===== src/rtl/mcyc_pkg.sv =====
package mcyc_pkg;

    typedef enum logic [2:0] {
        K_FETCH = 3'd0,
        K_MRD   = 3'd1,
        K_MWR   = 3'd2,
        K_IORD  = 3'd3,
        K_IOWR  = 3'd4,
        K_INTA  = 3'd5
    } kind_e;

    typedef enum logic [2:0] {
        PH_IDLE,
        PH_T1,
        PH_T2,
        PH_T3,
        PH_T4
    } phase_e;

    function automatic logic kind_ok(input logic [2:0] code);
        return code < 3'd6;
    endfunction

    // {io_m, s1, s0} per kind
    function automatic logic [2:0] status_of(input kind_e k);
        case (k)
            K_FETCH: return 3'b011;
            K_MRD:   return 3'b010;
            K_MWR:   return 3'b001;
            K_IORD:  return 3'b110;
            K_IOWR:  return 3'b101;
            K_INTA:  return 3'b111;
            default: return 3'b000;
        endcase
    endfunction

    function automatic logic uses_rd(input kind_e k);
        return (k == K_FETCH) || (k == K_MRD) || (k == K_IORD);
    endfunction

    function automatic logic uses_wr(input kind_e k);
        return (k == K_MWR) || (k == K_IOWR);
    endfunction

    function automatic logic takes_data(input kind_e k);
        return uses_rd(k) || (k == K_INTA);
    endfunction

endpackage


===== src/rtl/mcyc_seq.sv =====
module mcyc_seq
    import mcyc_pkg::*;
#(
    parameter int ADDR_W = 16,
    parameter int DATA_W = 8
) (
    input  logic              clk,
    input  logic              rst_n,
    input  logic              req_valid,
    input  logic [2:0]        req_kind,
    input  logic [ADDR_W-1:0] req_addr,
    input  logic [DATA_W-1:0] req_wdata,
    input  logic [DATA_W-1:0] ad_i,
    output phase_e            phase,
    output kind_e             kind,
    output logic [ADDR_W-1:0] addr,
    output logic [DATA_W-1:0] wdata,
    output logic [DATA_W-1:0] rdata,
    output logic              rvalid
);

    typedef struct packed {
        phase_e            ph;
        kind_e             kind;
        logic [ADDR_W-1:0] addr;
        logic [DATA_W-1:0] wdata;
        logic [DATA_W-1:0] rdata;
        logic              rvalid;
    } seq_t;

    seq_t st_d, st_q;

    always_comb begin
        st_d        = st_q;
        st_d.rvalid = 1'b0;
        case (st_q.ph)
            PH_IDLE: begin
                if (req_valid && kind_ok(req_kind)) begin
                    st_d.ph    = PH_T1;
                    st_d.kind  = kind_e'(req_kind);
                    st_d.addr  = req_addr;
                    st_d.wdata = req_wdata;
                end
            end
            PH_T1: st_d.ph = PH_T2;
            PH_T2: st_d.ph = PH_T3;
            PH_T3: begin
                if (takes_data(st_q.kind)) begin
                    st_d.rdata  = ad_i;
                    st_d.rvalid = 1'b1;
                end
                st_d.ph = (st_q.kind == K_FETCH) ? PH_T4 : PH_IDLE;
            end
            PH_T4:   st_d.ph = PH_IDLE;
            default: st_d.ph = PH_IDLE;
        endcase
    end

    always_ff @(posedge clk or negedge rst_n) begin
        if (!rst_n) begin
            st_q <= '{ph: PH_IDLE, kind: K_FETCH, addr: '0, wdata: '0,
                      rdata: '0, rvalid: 1'b0};
        end else begin
            st_q <= st_d;
        end
    end

    assign phase  = st_q.ph;
    assign kind   = st_q.kind;
    assign addr   = st_q.addr;
    assign wdata  = st_q.wdata;
    assign rdata  = st_q.rdata;
    assign rvalid = st_q.rvalid;

endmodule


===== src/rtl/mcyc_pin_drv.sv =====
module mcyc_pin_drv
    import mcyc_pkg::*;
#(
    parameter int ADDR_W = 16,
    parameter int DATA_W = 8,
    localparam int HI_W  = ADDR_W - DATA_W
) (
    input  phase_e            phase,
    input  kind_e             kind,
    input  logic [ADDR_W-1:0] addr,
    input  logic [DATA_W-1:0] wdata,
    output logic              ready,
    output logic              bus_en,
    output logic              ale,
    output logic [2:0]        status,
    output logic [HI_W-1:0]   addr_hi,
    output logic [DATA_W-1:0] ad_o,
    output logic              ad_oe,
    output logic              rd_n,
    output logic              wr_n,
    output logic              inta_n
);

    logic strobe_win;

    always_comb begin
        ready      = (phase == PH_IDLE);
        bus_en     = !ready;
        ale        = (phase == PH_T1);
        strobe_win = (phase == PH_T2) || (phase == PH_T3);
        status     = bus_en ? status_of(kind) : 3'b000;
        addr_hi    = bus_en ? addr[ADDR_W-1:DATA_W] : '0;
        rd_n       = !(strobe_win && uses_rd(kind));
        wr_n       = !(strobe_win && uses_wr(kind));
        inta_n     = !(strobe_win && (kind == K_INTA));
        ad_oe      = ale || (strobe_win && uses_wr(kind));
        if (ale) begin
            ad_o = addr[DATA_W-1:0];
        end else if (ad_oe) begin
            ad_o = wdata;
        end else begin
            ad_o = '0;
        end
    end

endmodule


===== src/rtl/mcyc_strobe_dec.sv =====
module mcyc_strobe_dec (
    input  logic bus_en,
    input  logic io_m,
    input  logic rd_n,
    input  logic wr_n,
    output logic mem_rd_n,
    output logic mem_wr_n,
    output logic io_rd_n,
    output logic io_wr_n
);

    localparam int SPACES = 2;

    logic [SPACES-1:0] rd_dec_n;
    logic [SPACES-1:0] wr_dec_n;

    // index 0: memory space, index 1: I/O space
    for (genvar g = 0; g < SPACES; g++) begin : g_space
        logic hit;
        assign hit         = bus_en && (io_m == (g == 1));
        assign rd_dec_n[g] = !(hit && !rd_n);
        assign wr_dec_n[g] = !(hit && !wr_n);
    end

    assign mem_rd_n = rd_dec_n[0];
    assign mem_wr_n = wr_dec_n[0];
    assign io_rd_n  = rd_dec_n[1];
    assign io_wr_n  = wr_dec_n[1];

endmodule


===== src/rtl/mcyc_bus_ctrl.sv =====
module mcyc_bus_ctrl
    import mcyc_pkg::*;
#(
    parameter int ADDR_W = 16,
    parameter int DATA_W = 8,
    localparam int HI_W  = ADDR_W - DATA_W
) (
    input  logic              clk,
    input  logic              rst_n,
    input  logic              req_valid,
    input  logic [2:0]        req_kind,
    input  logic [ADDR_W-1:0] req_addr,
    input  logic [DATA_W-1:0] req_wdata,
    output logic              req_ready,
    output logic [HI_W-1:0]   addr_hi,
    output logic [DATA_W-1:0] ad_o,
    output logic              ad_oe,
    input  logic [DATA_W-1:0] ad_i,
    output logic              ale,
    output logic              bus_en,
    output logic              io_m,
    output logic              s1,
    output logic              s0,
    output logic              rd_n,
    output logic              wr_n,
    output logic              inta_n,
    output logic              mem_rd_n,
    output logic              mem_wr_n,
    output logic              io_rd_n,
    output logic              io_wr_n,
    output logic [DATA_W-1:0] rd_data,
    output logic              rd_valid
);

    phase_e            phase;
    kind_e             kind;
    logic [ADDR_W-1:0] addr;
    logic [DATA_W-1:0] wdata;
    logic [2:0]        status;

    mcyc_seq #(.ADDR_W(ADDR_W), .DATA_W(DATA_W)) u_seq (
        .clk       (clk),
        .rst_n     (rst_n),
        .req_valid (req_valid),
        .req_kind  (req_kind),
        .req_addr  (req_addr),
        .req_wdata (req_wdata),
        .ad_i      (ad_i),
        .phase     (phase),
        .kind      (kind),
        .addr      (addr),
        .wdata     (wdata),
        .rdata     (rd_data),
        .rvalid    (rd_valid)
    );

    mcyc_pin_drv #(.ADDR_W(ADDR_W), .DATA_W(DATA_W)) u_pins (
        .phase   (phase),
        .kind    (kind),
        .addr    (addr),
        .wdata   (wdata),
        .ready   (req_ready),
        .bus_en  (bus_en),
        .ale     (ale),
        .status  (status),
        .addr_hi (addr_hi),
        .ad_o    (ad_o),
        .ad_oe   (ad_oe),
        .rd_n    (rd_n),
        .wr_n    (wr_n),
        .inta_n  (inta_n)
    );

    assign io_m = status[2];
    assign s1   = status[1];
    assign s0   = status[0];

    mcyc_strobe_dec u_dec (
        .bus_en   (bus_en),
        .io_m     (io_m),
        .rd_n     (rd_n),
        .wr_n     (wr_n),
        .mem_rd_n (mem_rd_n),
        .mem_wr_n (mem_wr_n),
        .io_rd_n  (io_rd_n),
        .io_wr_n  (io_wr_n)
    );

endmodule


===== config.mk =====
export PLATFORM = sky130hd
export DESIGN_NAME = mcyc_bus_ctrl
export DESIGN_NICKNAME = d
export VERILOG_FILES = /design/src/rtl/mcyc_pkg.sv /design/src/rtl/mcyc_seq.sv /design/src/rtl/mcyc_pin_drv.sv /design/src/rtl/mcyc_strobe_dec.sv /design/src/rtl/mcyc_bus_ctrl.sv
export SDC_FILE = /design/constraint.sdc
export NUM_CORES = 1
export LEC_CHECK = 0
export CAP_MARGIN = 20
export CORE_MARGIN = 8
export CORE_UTILIZATION = 25
export DETAILED_ROUTE_END_ITERATION = 16
export SLEW_MARGIN = 20
export SYNTH_ARGS = -nofsm -noshare
export SYNTH_HDL_FRONTEND = slang
export SYNTH_SLANG_ARGS = --single-unit

===== constraint.sdc =====
create_clock -name clk -period 1.7 [get_ports clk]
set_input_delay 0.255 -clock clk [delete_from_list [all_inputs] [get_ports clk]]
set_output_delay 0.255 -clock clk [all_outputs]
set_load 0.02 [all_outputs]

Word-level counts from Yosys, hierarchy flattened
Cells that the tools add are included.

word-level totals
  register bits = 39
  input bits = 38
  output and inout port bits = 39
  word-level logic and storage cells = 55

cells by class
  magnitude comparators = 1
  equal/unequal tests = 9
  multiplexer cells = 10
  bitwise operators = 1
  reductions and logical operators = 28

operators by type and width
  operator                                                          count
  30-bit two-way mux                                                1
  8-bit two-way mux                                                 3
  3-bit case mux with 6 select lines                                1
  3-bit by 2-bit == test with 1-bit output (second input constant)  4
  3-bit case mux with 4 select lines                                1
  1-bit logical AND                                                 10
  1-bit zero test                                                   8
  3-bit by 1-bit == test with 1-bit output (second input constant)  2
  3-bit == test (second input constant)                             2
  3-bit zero test                                                   2
  1-bit logical OR                                                  6
  3-bit two-way mux                                                 2
  2-bit AND reduction                                               2
  3-bit less-than comparator (second input constant)                1
  1-bit two-way mux                                                 2
  2-bit by 1-bit != test with 1-bit output (second input constant)  1
  1-bit inverter                                                    1

Longest topological paths before layout
  depth in word-level cells = 7
  gate-level depth with buffers = 4
  gate-level depth less buffers = 3

Hierarchy
A second synthesis with hierarchy kept.

unflattened totals
  cell total of the unflattened synthesis = 130
  area total of the unflattened synthesis = 1908.1 um2

modules (own cells, without submodules)
  module           instances  cells an instance  area an instance (um2)  sequential area each (um2)
  mcyc_seq         1          88                 1591.5                  975.9
  mcyc_pin_drv     1          38                 284.0                   0.0
  mcyc_strobe_dec  1          4                  32.5                    0.0

Worst setup path before layout
Ideal clock, no wire load.

  path type = reg2out
  from = reg u_seq.st_q (netlist bit u_seq.phase[0])
  to = out ad_o[0]
  arrival time = 1439 ps
  setup slack = 6 ps
  cell stages (with the launch flop) = 3
  buffers on the path = 0
  cells stage by stage = dfrtp_1 > nor3b_2 > a22o_1

on the way
  elaborated cells between the ends (all ways) = 8

RTL lines
  element                                       line                 RTL
  start: declaration                            mcyc_seq.sv:31       seq_t st_d, st_q;
  start signal: assignment                      mcyc_seq.sv:61       st_q <= '{ph: PH_IDLE, kind: K_FETCH, addr: '0, wdata: '0,
  start signal: assignment                      mcyc_seq.sv:64       st_q <= st_d;
  3-bit by 1-bit == test with 1-bit output (*)  mcyc_pin_drv.sv:29   ale = (phase == PH_T1);
  via ale                                       mcyc_bus_ctrl.sv:19  output logic ale,
  1-bit logical OR                              mcyc_pin_drv.sv:36   ad_oe = ale || (strobe_win && uses_wr(kind));
  8-bit two-way mux                             mcyc_pin_drv.sv:39   end else if (ad_oe) begin
  8-bit two-way mux (*)                         mcyc_pin_drv.sv:37   if (ale) begin
  end: declaration                              mcyc_bus_ctrl.sv:16  output logic [DATA_W-1:0] ad_o,

Mark *: on every way through the listed nets, which the timed path passes. The rest lies on a longest branch.

Worst setup path in the final report
  from = reg u_seq.st_q (netlist bit u_seq.kind[2])
  to = out mem_wr_n

on the way
  longest elaborated chain between the ends = 7
  elaborated cells between the ends (all ways) = 14

ends and longest elaborated chain
  element                                line                   RTL
  3-bit == test (tied with other cells)  mcyc_pkg.sv:26         case (k)
  3-bit case mux with 6 select lines     mcyc_pkg.sv:26
  3-bit two-way mux                      mcyc_pin_drv.sv:31     status = bus_en ? status_of(kind) : 3'b000;
  1-bit inverter                         mcyc_strobe_dec.sv:20  assign hit = bus_en && (io_m == (g == 1));
  1-bit logical AND                      mcyc_strobe_dec.sv:20
  1-bit logical AND (*)                  mcyc_strobe_dec.sv:22  assign wr_dec_n[g] = !(hit && !wr_n);
  1-bit zero test (*)                    mcyc_strobe_dec.sv:22
  end: declaration                       mcyc_bus_ctrl.sv:28    output logic mem_wr_n,

Every way passes the cells marked *; elsewhere a longest branch is shown, timed or not.

==> results.md <==
- Max transition margin: 0.692
- Register area share after synthesis: 0.527
- Area Growth Syn to Fin: 73.4%
- Buffers added on ports: 76
- Clk sinks: 39
- Initial Util: 0.257
- Final net count: 282
- Initial antenna violation count: 0
- # setup viols final: 24
- Post-Synth Adder-Cell Area: 0
- Leak Pwr: between 1.5 and 2 nW
- Fin crit share: 1.06
- CTS tree: built
- Post-Syn Instances: around 130
- Die ar.: 10,400 um^2
- ANT cells: 0
- Post-DR vias/cell: 4.15
- First-pass GRT wire length: 7940 um
- Vias in the first global route: ~1,500
- Worst setup EP type: output port
- Core Area: roughly 7200 um^2
- Min-Delay Path Class: input pin to async pin
- CTS buffer count: 5
- Primary FF master, synth: dfrtp_1
- Largest family of logic cells by synthesized area: multiplexers
- Detailed-router iteration count before antenna repair: 4
- Final Util: 0.445
- Final Power: about 6.7 mW
- Layout Cells excl Fill: around 340
- Clock Latency Late Sink: around 0.28 ns
- Register bit total from synthesis: 39
- Count of unique library cells instantiated by Yosys: 29
- Post-synthesis mux area share: 0.253
- Die X: between 100 and 150 um
- Syn Nets: about 170
- Worst Tran Pin Value: 0.461 ns
- Clock Skew: approximately 0.0058 ns
- Share of cells above drive strength 1: 0.498
- DRC: 0
- Critical Path AT: about 1.6 ns
- RSZ-0062 raised after global routing: true
- Final Hold Viols: 0
- Worst EP required: between 1 and 1.5 ns
- Power per cell area: roughly 2100 nW/um^2
- Synth Area in Simple Gates: 0.109
- Rows: 31
- Gpl congestion: a little over 0.7
- Worst-case clock buffer depth: 2
- Worst Path Max Fanout: 8
- Fin crit period: 1.81 ns
- Post-Place Cells: 326
- VDD IR max: 0.000916 V
- XOR/XNOR share of the synthesized area: 0.00946
- Hold Worst Slack: between 0.4 and 0.5 ns
- Synth Cell Area: approximately 1900 um^2
- Asr flop ratio synth: 1.00
- Yosys warning count: 0
- Outcome: complete, but fails checks
- Slack of the critical path: -0.107 ns
- Post-synthesis compound-gate area fraction: 0.0682
- Largest net degree at the start of global routing: 22
- Slew Viols, Final: 0
- Dpl hpwl: between 3000 and 4000 um
- DR iter-0 viols: 32
- Mean Syn Cell Area: 13.9 um^2
- Design Area, Final: between 3000 and 4000 um^2
- Crit path kind: flop to output port
- Die span in y: 102 um
- Grt ovf: 0
- GRT Util Overall: 0.0971
- Max Cap Viol: 0
- Placed Area: 2900 um^2
- Failing checks: negative setup slack
- Place WS: -0.236 ns
- Clock-pin transition on the worst setup and hold timing paths: roughly 0.08 ns
- Number of routed nets with antenna violations: 0
- Total negative slack: -0.886 ns
- Root cell of the clock tree: clkbuf_8
- FMAX: roughly 0.55 GHz
- Ports: slightly below 80
- DR vias: around 1,400
- EDFF count, synth: 0
- Routed WL: approximately 5000 um
- H-tree levels: 2
- Routed wire per std cell: 14.6 um
- Crit path launch type: flop
-- power by group --
| part | leakage (nW) | switching, mW | internal (mW) |
|---|---|---|---|
| sequential | 0.462 | 0.315 | 1.40 |
| combinational | 0.988 | 1.86 | 2.48 |
| clock | 0.0515 | 0.306 | 0.370 |
| total | 1.50 | 2.48 | 4.25 |
-- layer usage --
layer	wire [um]	GRT usage
met2	2470	0.156
met3	352	0.0347
met4	21	0.0271
met5	0	0
met1	2170	0.119
-- Yosys cell counts, types with 2 or more instances --
cell     count  share of area
buf_2        2         0.0054
mux2_4      20           0.16
mux2_2      15          0.091
a22o_1       8          0.038
dfrtp_1     39           0.53
xnor2_1      2         0.0095
inv_1        4         0.0081
o21a_1       2         0.0081
nand3_1      2         0.0054
nor2b_1      9          0.030
buf_6        2          0.012
nand2_1      3         0.0061
nor2_1       9          0.018
-- placed cells by master, fill, tap and decap left out, types with 2 or more instances in the layout --
cell type        count
buf_12               4
dfrtp_1             37
nand3_1              2
clkdlybuf4s50_1     45
buf_4               27
clkbuf_16            2
inv_1                3
nand2_1              3
buf_2                6
mux2_4              25
dfrtp_2              2
o21a_1               2
buf_6               24
a22o_1               8
nor2_1               7
mux2_2              10
nor2b_1              7
nor3_4               2
clkbuf_8             7
-- layout make-up --
type	count	area, um^2
clock buffers	8	100
repair buffers	110	1100
flip-flops and latches	39	978
inverters	4	15.0
fillers	718	4000
well taps	99	124
multi-input cells	84	895
-- sequential cells by signal (all words and copies together) (netlist names) --
| signal | cells |
|---|---|
| u_seq.addr | 16 |
| u_seq.kind | 3 |
| u_seq.phase | 3 |
| u_seq.rdata | 8 |
| u_seq.rvalid | 1 |
| u_seq.wdata | 8 |
-- worst paths after layout --
check	from	endpoint	slack, ns	cells after the start
worst max-delay path	u_seq.kind[2]$_DFFE_PN0P_	mem_wr_n	-0.11	3
worst min-delay path	rst_n	u_seq.rdata[2]$_DFFE_PN0P_	0.45	2
worst max register to register	u_seq.kind[0]$_DFFE_PN0P_	u_seq.rdata[0]$_DFFE_PN0P_	-0.01	6
worst min register to register	u_seq.addr[12]$_DFFE_PN0P_	u_seq.addr[12]$_DFFE_PN0P_	0.50	1
max in group asynchronous	rst_n	u_seq.addr[7]$_DFFE_PN0P_	0.77	3
min in group clk	u_seq.addr[12]$_DFFE_PN0P_	u_seq.addr[12]$_DFFE_PN0P_	0.50	1
-- timing repair --
action,4_1_cts,5_1_grt
hold endpoints to repair,18,0
setup endpoints to repair,38,55
gates resized for setup,164,27
pin swaps,13,4
setup buffers,2,4
hold buffers,1,0
cloned,1,2
-- critical path, cell delays in order, from the launching register on --
cell and delay (ns):
dfrtp_1 0.41, buf_4 0.17, or4_4 0.54, buf_6 0.15
-- cell families after synthesis --
kind of cell,after synthesis
flip-flops,39
XOR/XNOR,2
AND/OR/NAND/NOR,33
AO/OA/AOI/OAI,14
multiplexers,35
buffers and inverters,10
Note: power is estimated with default switching activity, not from simulation.
